<file path="src/rtl/dfc_pkg.sv">
package dfc_pkg;

  // Default field widths of the status word.
  localparam int unsigned NOBUF_CNT_W   = 14;
  localparam int unsigned SLOWDMA_CNT_W = 16;

  // Width of one counter plus its sticky flag.
  function automatic int unsigned field_w(input int unsigned cnt_w);
    return cnt_w + 1;
  endfunction

endpackage

</file>
<file path="src/rtl/dfc_sat_counter.sv">
module dfc_sat_counter #(
  parameter int unsigned CNT_W = 16
) (
  input  logic             clk,
  input  logic             rst,
  input  logic             inc_i,
  input  logic             clr_i,
  output logic [CNT_W-1:0] cnt_o,
  output logic             more_o
);

  localparam logic [CNT_W-1:0] CNT_MAX = {CNT_W{1'b1}};
  localparam logic [CNT_W-1:0] CNT_ONE = CNT_W'(1);

  logic [CNT_W-1:0] cnt_q;
  logic             more_q;
  logic             at_max;

  assign at_max = (cnt_q == CNT_MAX);

  always_ff @(posedge clk) begin
    if (rst) begin
      cnt_q  <= '0;
      more_q <= 1'b0;
    end else if (clr_i) begin
      // The value before this edge has been read. A coincident event
      // starts the new count.
      cnt_q  <= inc_i ? CNT_ONE : '0;
      more_q <= 1'b0;
    end else if (inc_i) begin
      if (at_max) begin
        more_q <= 1'b1;
      end else begin
        cnt_q <= cnt_q + CNT_ONE;
      end
    end
  end

  assign cnt_o  = cnt_q;
  assign more_o = more_q;

endmodule

</file>
<file path="src/rtl/dfc_word_pack.sv">
module dfc_word_pack #(
  parameter int unsigned HI_W = 14,
  parameter int unsigned LO_W = 16,
  localparam int unsigned WORD_W = HI_W + LO_W + 2
) (
  input  logic              hi_more_i,
  input  logic [HI_W-1:0]   hi_cnt_i,
  input  logic              lo_more_i,
  input  logic [LO_W-1:0]   lo_cnt_i,
  output logic [WORD_W-1:0] word_o
);

  // Flag above its count, upper field above lower field.
  assign word_o = {hi_more_i, hi_cnt_i, lo_more_i, lo_cnt_i};

endmodule

</file>
<file path="src/rtl/dfc_status_reg.sv">
module dfc_status_reg #(
  parameter int unsigned NB_W = dfc_pkg::NOBUF_CNT_W,
  parameter int unsigned SD_W = dfc_pkg::SLOWDMA_CNT_W,
  localparam int unsigned WORD_W = dfc_pkg::field_w(NB_W) + dfc_pkg::field_w(SD_W)
) (
  input  logic              clk,
  input  logic              rst,
  input  logic              nobuf_ev_i,
  input  logic              slowdma_ev_i,
  input  logic              rd_i,
  output logic [WORD_W-1:0] rd_data_o
);

  logic [NB_W-1:0] nb_cnt;
  logic            nb_more;
  logic [SD_W-1:0] sd_cnt;
  logic            sd_more;

  dfc_sat_counter #(.CNT_W(NB_W)) u_nobuf_cnt (
    .clk    (clk),
    .rst    (rst),
    .inc_i  (nobuf_ev_i),
    .clr_i  (rd_i),
    .cnt_o  (nb_cnt),
    .more_o (nb_more)
  );

  dfc_sat_counter #(.CNT_W(SD_W)) u_slowdma_cnt (
    .clk    (clk),
    .rst    (rst),
    .inc_i  (slowdma_ev_i),
    .clr_i  (rd_i),
    .cnt_o  (sd_cnt),
    .more_o (sd_more)
  );

  dfc_word_pack #(.HI_W(NB_W), .LO_W(SD_W)) u_pack (
    .hi_more_i (nb_more),
    .hi_cnt_i  (nb_cnt),
    .lo_more_i (sd_more),
    .lo_cnt_i  (sd_cnt),
    .word_o    (rd_data_o)
  );

endmodule

</file>
<file path="config.mk">
export PLATFORM = sky130hd
export DESIGN_NAME = dfc_status_reg
export DESIGN_NICKNAME = d
export VERILOG_FILES = /design/src/rtl/dfc_pkg.sv /design/src/rtl/dfc_sat_counter.sv /design/src/rtl/dfc_word_pack.sv /design/src/rtl/dfc_status_reg.sv
export SDC_FILE = /design/constraint.sdc
export NUM_CORES = 1
export LEC_CHECK = 0
export BUFFER_PORTS_ARGS = -buffer_cell sky130_fd_sc_hd__buf_4
export CAP_MARGIN = 20
export CORE_UTILIZATION = 40
export DETAILED_ROUTE_END_ITERATION = 16
export PLACE_DENSITY = 0.66
export SYNTH_ARGS = -nofsm -noshare
export SYNTH_HDL_FRONTEND = slang
export SYNTH_HIERARCHICAL = 1
export SYNTH_SLANG_ARGS = --single-unit
export TNS_END_PERCENT = 10
</file>
<file path="constraint.sdc">
create_clock -name clk -period 2 [get_ports clk]
set_input_delay 0.2 -clock clk [delete_from_list [all_inputs] [get_ports clk]]
set_output_delay 0.2 -clock clk [all_outputs]
set_load 0.1 [all_outputs]
</file>
==> impl_results.md, run 1 <==
* Worst clock skew at 0.00386 ns
* RSZ-0062 raised after global routing: no
* Largest net degree at the start of global routing at 15
* Initial Utilization at 42.2%
* Synth Net Count at 235
* Reg2Reg Depth at 5
* Synth Flop Type: dfxtp_1
* Area Overhead vs Synth at 10.2%
* Via-to-Cell Ratio at 5.64
* Sequential share of power at 50.5%
* Post-CTS setup buffers at 0
* Hold_ws at 0.120 ns
* Combinational share of power at 7.3%
* Syn Area/Cell at 8.23 um^2
* CTS Buf Count at 5
* Clk_lat worst skew at 0.29 ns
* Worst-path clk slew at 0.06 ns
* PwrDens at 620 nW/um^2
* Slew headroom at 75.9%
* Worst reg2reg endpoint: u_nobuf_cnt/cnt_o[0]
* Setup crit end: u_nobuf_cnt/cnt_o[0]
* Final Util at 46.5%
* DP Worst Slack at 0.192 ns
* CTS Buffer Depth at 2
* Worst-margin pin slew at 0.361 ns
* Root buffer cell: clkbuf_8
* DP HPWL at 2790 um
* Placed inst area at 1970 um^2
* Worst reg2reg setup slack at 0.19 ns
* Max cap viols at 0
* Initial antenna violation count at 0
* CTS sink cnt at 32
* Synth cell types at 39
* EDFF count, synth at 0
* Fraction of layout cells with a size suffix above 1 at 24.5%
* Total Die Area at 4970 um^2
* Violation count after the first detailed-routing iteration at 89
* Peak fanout along the critical path at 7
* CTS H-Tree Depth at 2
* HP Class: in2reg
* Final TNS setup at 0 ns
* Quantity of I/O buffers inserted on ports at 36
* Die Ht at 70.5 um
* Number of global-route vias before repair at 1434
* Global-route wire length before repair at 6640 um
* R2r startpoint: u_nobuf_cnt/cnt_o[1]
* Total core area at 4440 um^2
* Slew Limit Fails at 0
* Routed wire length at 4020 um
* Switching pwr at 0.307 mW
* Fmax at 0.552 GHz
* Final nets at 244
* Top-level I/O count at 37
* P_int at 0.974 mW
* Post-CTS resize count at 0
* Remaining DRCs at 0
* Async set-reset flop share out of synthesis at 0%
* Post-DR wirelength/cell at 13.9 um
* Status: finished, final reports clean
* Post-synthesis cell area at 1880 um^2
* Startpoint Class: register
* Hold depth at 2
* Final hold violation count at 0
* LEAKAGE at 0.709 nW
* Remaining Overflow, GRT at 0
* Gpl congestion at 0.769
* Worst setup margin at 0.190 ns
* Sw frac at 24.0%
* Worst setup startpoint: u_nobuf_cnt/cnt_o[1]
* Critical Path RT at 2.17 ns
* # setup viols final at 0
* Synthesized instance count at 228
* CP endpoint kind: register
* # diodes at 0
* Sequential area share after synthesis at 34.2%
* Fin crit period at 1.81 ns
* Period utilisation layout at 90.5%
* Worst IR Drop VDD at 319 uV
* DRT Pass-1 Iters at 5
* Antenna-violating nets left at 0
* CTS tree: done
* Global router's overall resource usage at 17.1%
* Yosys warnings at 6
* #FFs+latches synth at 32
* Crit path DAT at 1.98 ns
* Vias at 1631
* Clk pwr share at 42.2%
* Post-route cell area at 2070 um^2
* Die width at 70.5 um
* Class of the most critical setup path: reg2reg
* Rows at 24
* CTS Hold Buffers Added at 0
==> cell type report <==
cell class / instances / area, um^2
clock buffer: 7 / 96.3
fill: 434 / 2380
multi-input combinational: 149 / 920
inverter: 6 / 22.5
sequential: 32 / 641
tap: 52 / 65.1
timing repair buffer: 43 / 323
==> sequential cells by signal (all words and copies together), names as in the netlist <==
register / cells
u_nobuf_cnt/more_o: 1
u_slowdma_cnt/more_o: 1
u_slowdma_cnt/cnt_o: 16
u_nobuf_cnt/cnt_o: 14
==> cell usage in the layout (no fill, tap or decap), types with 3 or more instances in the layout <==
cell and instances:
nand2_1 13, or4_1 12, nand3_1 12, nand4_1 8, nor3_1 4, a31oi_1 5, nor4_1 4, nor2_1 8
inv_1 6, a21oi_1 24, o21ai_1 3, o21ai_0 9, clkbuf_8 7, or3_1 9, nand3b_1 4, o31ai_1 10
dfxtp_1 32, buf_4 43
==> worst min-delay path by stage <==
stage	start	to	slack, ns
floorplan	rst	u_nobuf_cnt/cnt_o[0]	0.27
global placement	rst	u_nobuf_cnt/cnt_o[0]	0.41
detailed placement	rst	u_nobuf_cnt/cnt_o[0]	0.41
CTS	rst	u_slowdma_cnt/cnt_o[0]	0.11
global route	rst	u_slowdma_cnt/cnt_o[0]	0.11
finish	rst	u_slowdma_cnt/cnt_o[0]	0.12
==> critical path, stage by stage, from the launching register on <==
cell,delay [ns]
dfxtp_1,0.41
ha_1,0.19
nand3_1,0.22
or4_1,0.67
nand3b_1,0.13
a31oi_1,0.08
==> power groups by stage <==
stage | registers (mW) | clock network, mW | logic [mW]
after detailed placement | 0.661 | 0 | 0.0938
after global routing | 0.647 | 0.592 | 0.0992
after CTS | 0.646 | 0.561 | 0.0941
after global placement | 0.660 | 0 | 0.0934
after floorplan | 0.661 | 0 | 0.0702
final | 0.647 | 0.541 | 0.0935
==> kinds of logic after synthesis <==
group / share of synthesized area, %
and+or+nand+nor: 28.2
AOI/OAI and AO/OA: 18.9
buffers and inverters: 16.8
DFF: 34.2
adders and majority gates: 1.33
muxes: 0.534
==> layer usage <==
metal	vias up	GRT usage (%)	routed length [um]
li1	837	-	-
met1	755	20.1	1850
met2	32	29.0	1930
met3	7	5.19	172
met4	0	6.80	65
met5	-	0	0
==> metrics by stage <==
stage / cells / power, mW
global placement: 282 / 0.754
CTS: 289 / 1.30
global route: 289 / 1.34
detailed placement: 282 / 0.755
floorplan: 228 / 0.731
finish: 289 / 1.28
==> synthesized netlist by cell type (all sizes together) (3+ instances only) <==
library cell / count / share of area [%]
clkbuf: 3 / 0.67
a21oi: 24 / 6.4
nand3: 12 / 3.2
nor3: 4 / 1.1
nor4: 5 / 2.0
nand2: 13 / 2.6
nand3b: 4 / 1.6
nand4: 9 / 3.3
or4: 12 / 4.8
o21ai: 12 / 3.2
dfxtp: 32 / 34
or3: 9 / 3.0
and3: 3 / 1.3
o31ai: 10 / 4.0
and4: 3 / 1.5
nor2: 8 / 1.6
a31oi: 5 / 1.7
buf: 38 / 15
inv: 6 / 1.2
or2: 3 / 1.0
Power figures use the tool's default switching activity.
==> run 2, diff against run 1 <==
--- a/config.mk
+++ b/config.mk
@@ -5,11 +5,13 @@
 export SDC_FILE = /design/constraint.sdc
 export NUM_CORES = 1
 export LEC_CHECK = 0
+export ABC_AREA = 1
 export BUFFER_PORTS_ARGS = -buffer_cell sky130_fd_sc_hd__buf_4
 export CAP_MARGIN = 20
+export CORE_ASPECT_RATIO = 1.1
 export CORE_UTILIZATION = 40
 export DETAILED_ROUTE_END_ITERATION = 16
-export PLACE_DENSITY = 0.66
+export PLACE_DENSITY = 0.65
 export SYNTH_ARGS = -nofsm -noshare
 export SYNTH_HDL_FRONTEND = slang
 export SYNTH_HIERARCHICAL = 1
==> impl_results.md, run 2 <==
* HP Class: in2reg
* LEAKAGE at 1.10 nW (+55%)
* Synthesized instance count at 375 (+64%)
* Period utilisation layout at 83.2% (-7.3 points)
* Worst-margin pin slew at 0.420 ns (+0.0591 ns)
* Async set-reset flop share out of synthesis at 0% (unchanged)
* DP Worst Slack at 0.330 ns (+0.137 ns)
* Most frequent cells in the layout: 80 x nand2_1, 51 x inv_1, 49 x nand3_1
* Vias at 2281 (+40%)
* Fmax at 0.601 GHz (+8.7%)
* Final Util at 45.7% (-0.84 points)
* Final TNS setup at 0 ns (unchanged)
* CTS Hold Buffers Added at 0 (unchanged)
* Initial Utilization at 41.6% (-0.56 points)
* Grt met1 use at 22.8% (+2.7 points)
* Fin crit period at 1.66 ns (-0.145 ns)
* Gpl congestion at 0.873 (+14%)
* Cell taking the most area after synthesis: dfxtp_1
* # setup viols final at 0 (unchanged)
* Global-route wire length before repair at 10000 um (+51%)
* Mux cell area share after synthesis at 0% (-0.53 points)
* Hold Startpoint: rst
* Post-CTS resize count at 0 (unchanged)
* Sequential area share after synthesis at 26.5% (-7.7 points)
* Post-synthesis cell area at 2420 um^2 (+29%)
* Class of the most critical setup path: reg2reg
* Synth area leaders: dfxtp_1 27%, nand2_1 12%, buf_4 10%
* Met2 usage at 34.0% (+4.9 points)
* R2r startpoint: u_nobuf_cnt/cnt_o[1]
* Total power at 1.40 mW (+8.9%)
* Post-CTS setup buffers at 0 (unchanged)
* Yosys warnings at 6 (unchanged)
* Worst setup startpoint: u_nobuf_cnt/cnt_o[1]
* Post-synth top cells: 80 x nand2_1, 51 x inv_1, 49 x nand3_1
* Post-Synth Adder-Cell Area at 1.04% (-0.30 points)
* PwrDens at 526 nW/um^2 (-15%)
* Synth cell types at 24 (-38%)
* Worst setup margin at 0.335 ns (+0.145 ns)
* Fraction of layout cells with a size suffix above 1 at 24.5% (about the same)
* Quantity of I/O buffers inserted on ports at 36 (unchanged)
* Synth Net Count at 382 (+63%)
* Largest net degree at the start of global routing at 15 (unchanged)
* Top-level I/O count at 37 (unchanged)
* Status: finished, final reports clean
* Synth Flop Type: dfxtp_1
* Final hold violation count at 0 (unchanged)
* Remaining Overflow, GRT at 0 (unchanged)
* Initial antenna violation count at 0 (unchanged)
* Post-DR wirelength/cell at 12.3 um (-12%)
* Die width at 76.1 um (+8.0%)
* Die Ht at 83.5 um (+19%)
* Via-to-Cell Ratio at 4.91 (-13%)
* Dominant combinational cell family by area after synthesis: simple AND/OR/NAND/NOR gates
* Post-Place Cells at 457 (+62%)
* Clk_lat worst skew at 0.30 ns (about the same)
* CTS Buf Count at 5 (unchanged)
* Critical Path RT at 2.24 ns (+0.07 ns)
* Crit path DAT at 1.91 ns (-0.07 ns)
* Compound-cell area share of the yosys netlist at 7.61% (-11 points)
* CTS tree: done
* DRT Pass-1 Iters at 4 (-1)
* EDFF count, synth at 0 (unchanged)
* CP endpoint kind: register
* Routed wire length at 5720 um (+42%)
* Peak fanout along the critical path at 7 (unchanged)
* Root buffer cell: clkbuf_8
* Syn Area/Cell at 6.45 um^2 (-22%)
* Antenna-violating nets left at 0 (unchanged)
* Number of global-route vias before repair at 2131 (+49%)
* Total Die Area at 6360 um^2 (+28%)
* Max cap viols at 0 (unchanged)
* CTS Buffer Depth at 2 (unchanged)
* CTS H-Tree Depth at 2 (unchanged)
* Worst IR Drop VDD at 393 uV (+23%)
* Slew headroom at 71.9% (-4.0 points)
* #FFs+latches synth at 32 (unchanged)
* Most common cell after layout, fill and taps aside: nand2_1
* Slew Limit Fails at 0 (unchanged)
* Met3 global-route usage at 4.04% (-1.2 points)
* Finished Layout Cells at 465 (+61%)
* Global router's overall resource usage at 19.5% (+2.4 points)
* Startpoint Class: register
* Max reg flops at 16 (unchanged)
* Worst-path clk slew at 0.07 ns (about the same)
* Total core area at 5810 um^2 (+31%)
* Worst reg2reg setup slack at 0.34 ns (+0.15 ns)
* Rows at 29 (+21%)
* Remaining DRCs at 0 (unchanged)
* Violation count after the first detailed-routing iteration at 98 (+10%)
* DP HPWL at 4300 um (+54%)
* XOR/XNOR Fraction of Synth Area at 0% (unchanged)
* CTS sink cnt at 32 (unchanged)
* Worst clock skew at 0.00299 ns (-0.000864 ns)
* Most instantiated library cell after synthesis: nand2_1
* RSZ-0062 raised after global routing: no
* # diodes at 0 (unchanged)
* Synth top area share at 26.5% (-7.7 points)
* Final nets at 394 (+61%)
* Most Used Layer, Global Route: met2
* Simple-Gate Fraction of Synth Area at 45.1% (+17 points)
* Area Overhead vs Synth at 9.68%
==> run 2: changes by cell type after synthesis, sizes merged, moves of 4 or more <==
| cell | delta |
|---|---|
| a21oi | -4 |
| a31oi | -5 |
| inv | +49 |
| nand2 | +86 |
| nand3 | +39 |
| nor2 | +44 |
| nor4 | -5 |
| o31ai | -10 |
| or3 | -9 |
| or4 | -12 |
==> run 2: critical path, stage by stage, from the launching register on <==
cell	delay, ns
dfxtp_1	0.40
ha_1	0.21
nand2_2	0.09
nor2_4	0.10
nand4_1	0.30
buf_4	0.28
nand3_1	0.07
nand2_1	0.06
a21oi_2	0.09
==> run 2: final timing paths <==
path                       endpoint  depth (start not counted)
max            u_nobuf_cnt/cnt_o[4]                          8
max reg2reg    u_nobuf_cnt/cnt_o[4]                          8
min           u_nobuf_cnt/cnt_o[10]                          4
min reg2reg  u_slowdma_cnt/cnt_o[5]                          2
==> run 2: layer usage <==
metal,up-vias,wire [um]
met5,-,0
met4,0,150
met3,14,233
met2,52,2870
met1,1043,2470
li1,1172,-
==> run 2: cell type report <==
cell class | instances | area (um^2)
clock buffers | 8 | 90.1
fillers | 626 | 3150
inverters | 56 | 210
multi-input cells | 250 | 1300
flip-flops and latches | 32 | 641
well taps | 77 | 96.3
repair buffers | 42 | 315
==> run 2: per-stage QoR <==
step	hold WS [ns]	area [um^2]
6_report	0.212	2650
5_1_grt	0.227	2650
4_1_cts	0.205	2650
3_5_place_dp	0.476	2560
3_3_place_gp	0.462	2560
2_1_floorplan	0.355	2420
==> run 2: logic make-up (layout without fill, tap and decap cells) <==
kind of cell               Yosys count  in the layout
and+or+nand+nor                    218            218
buffers and inverters               93            106
DFF                                 32             32
AOI/OAI and AO/OA                   30             30
adders and majority gates            2              2
==> run 2: where the power goes <==
part	total [mW]	switching (mW)	internal, mW
registers	0.659	0.0120	0.647
clock network	0.546	0.265	0.281
logic	0.190	0.145	0.0458
==> run 3, diff against run 2 <==
==> constraint.sdc (replaced) <==
create_clock -name clk -period 1.55 [get_ports clk]
set_input_delay 0.155 -clock clk [delete_from_list [all_inputs] [get_ports clk]]
set_output_delay 0.155 -clock clk [all_outputs]
set_load 0.1 [all_outputs]
==> impl_results.md, run 3 (synthesized netlist as in run 2, its figures left out) <==
* DP Worst Slack at 0.0110 ns (-0.319 ns)
* Root buffer cell: clkbuf_8
* Class of the most critical setup path: reg2reg
* Quantity of I/O buffers inserted on ports at 36 (unchanged)
* Antenna-violating nets left at 0 (unchanged)
* Hold_ws at 0.173 ns (-0.0388 ns)
* Slew headroom at 74.5% (+2.6 points)
* Critical Path RT at 1.74 ns (-0.50 ns)
* Via-to-Cell Ratio at 4.92 (+0.40%)
* Most common cell after layout, fill and taps aside: nand2_1
* Buf/Inv on CP at 2 (+1)
* DRT Pass-1 Iters at 4 (unchanged)
* Most frequent cells in the layout: 78 x nand2_1, 68 x buf_4, 51 x inv_1
* Area Overhead vs Synth at 20.1%
* Startpoint Class: register
* Post-DR wirelength/cell at 12.4 um (+0.57%)
* # diodes at 0 (unchanged)
* Total Die Area at 6360 um^2 (unchanged)
* Slew Limit Fails at 0 (unchanged)
* # setup viols final at 0 (unchanged)
* CP endpoint kind: register
* CTS sink cnt at 32 (unchanged)
* Total core area at 5810 um^2 (unchanged)
* Peak fanout along the critical path at 5 (-2)
* Number of global-route vias before repair at 2279 (+6.9%)
* Routed wire length at 6100 um (+6.6%)
* Violation count after the first detailed-routing iteration at 151 (+54%)
* Gpl congestion at 0.881 (+0.88%)
* Remaining Overflow, GRT at 0 (unchanged)
* CTS Hold Buffers Added at 0 (unchanged)
* Largest net degree at the start of global routing at 15 (unchanged)
* Remaining DRCs at 0 (unchanged)
* Vias at 2428 (+6.4%)
* Worst-path clk slew at 0.07 ns (about the same)
* Fmax at 0.676 GHz (+12%)
* Initial Utilization at 41.6% (unchanged)
* Max cap viols at 0 (unchanged)
* CP max stage delay at 0.35 ns (-0.05 ns)
* Worst setup margin at 0.0697 ns (-0.266 ns)
* Period utilisation layout at 95.5% (+12 points)
* Clk_lat worst skew at 0.29 ns (about the same)
* Status: finished, final reports clean
* Fin crit period at 1.48 ns (-0.184 ns)
* Delay-heaviest family, CP: simple AND/OR/NAND/NOR gates
* CTS tree: done
* Global router's overall resource usage at 20.0% (+0.44 points)
* Die width at 76.1 um (unchanged)
* Final nets at 422 (+7.1%)
* Crit path cell chain: ha_4, nand2_4, nor2_4, buf_6, nand2_4, nor2_4, nand2_4, nand2_4, inv_2, nor2_2, nor2_1
* LEAKAGE at 1.25 nW (+14%)
* HP Class: in2reg
* Die Ht at 83.5 um (unchanged)
* Crit path DAT at 1.67 ns (-0.24 ns)
* Initial antenna violation count at 0 (unchanged)
* Global-route wire length before repair at 10200 um (+2.1%)
* CTS Buffer Depth at 2 (unchanged)
* Critical path's slowest cell: dfxtp_2
* CTS Buf Count at 5 (unchanged)
* Fill cells at 611 (-2.4%)
* Fraction of layout cells with a size suffix above 1 at 31.7% (+7.2 points)
* Worst IR Drop VDD at 469 uV (+19%)
* Rows at 29 (unchanged)
* Max reg flops at 16 (unchanged)
* DP HPWL at 4580 um (+6.4%)
* CP most frequent cell: nand2_4
* PwrDens at 622 nW/um^2 (+18%)
* Final hold violation count at 0 (unchanged)
* RSZ-0062 raised after global routing: yes
* Worst-margin pin slew at 0.381 ns (-0.0393 ns)
* Top-level I/O count at 37 (unchanged)
* Worst clock skew at 0.00281 ns (-0.000190 ns)
* CTS H-Tree Depth at 2 (unchanged)
* Final Util at 50.0% (+4.4 points)
## run 3: changes by cell type in the layout (fill, tap and decap cells not counted), sizes merged
cell,before,now
buf,42,69
nand2,99,100
## run 3: repair_timing
item | CTS | global route
endpoints found under the setup margin | 1 | 20
pin swaps | 1 | 6
setup buffers | 0 | 7
gates cloned | 1 | 0
hold endpoints to repair | 0 | 0
resized for setup | 0 | 13
## run 3: worst register-to-register path, cell delays in order, from the launching register on
cell and delay [ns]:
dfxtp_2 0.35, ha_4 0.15, nand2_4 0.06, nor2_4 0.13
buf_6 0.12, nand2_4 0.06, nor2_4 0.17, nand2_4 0.10
nand2_4 0.08, inv_2 0.04, nor2_2 0.07, nor2_1 0.04
## run 3: area by class of cell
cell class,count,area [um^2],area share [%]
Tap cell,77,96.3,3.32
Sequential cell,32,643,22.1
Clock buffer,8,90.1,3.10
Timing Repair Buffer,69,522,18.0
Multi-Input combinational cell,251,1340,46.2
Inverter,56,210,7.24
## run 3: report_power, final
group          switching, mW  internal [mW]
clock network          0.329          0.362
logic                  0.199         0.0723
registers            0.00893          0.835
total                  0.537           1.27
## run 3: path summary, 6_finish.rpt
kind,from,to,slack (ns),cells after the start
min reg2reg,u_slowdma_cnt/cnt_o[5],u_slowdma_cnt/cnt_o[5],0.49,2
min,rst,u_slowdma_cnt/cnt_o[0],0.17,4
max,u_nobuf_cnt/cnt_o[1],u_nobuf_cnt/cnt_o[13],0.07,11
max reg2reg,u_nobuf_cnt/cnt_o[1],u_nobuf_cnt/cnt_o[13],0.07,11
## run 3: through the flow
stage	cell area (um^2)	setup TNS (ns)	std cells	total power, mW
after floorplan	2420	0	375	1.07
after global placement	2710	0	477	1.12
after detailed placement	2710	0	477	1.13
after CTS	2810	0	486	1.81
after global routing	2900	-0.210	493	1.89
final	2900	0	493	1.81
## run 3: routing by layer
metal	global-route usage, %	vias to the layer above	share of wire (%)
met5	0	-	0
met4	8.92	0	3.4
met3	3.50	22	4.2
met2	36.3	75	51
met1	22.7	1096	41
li1	-	1235	-
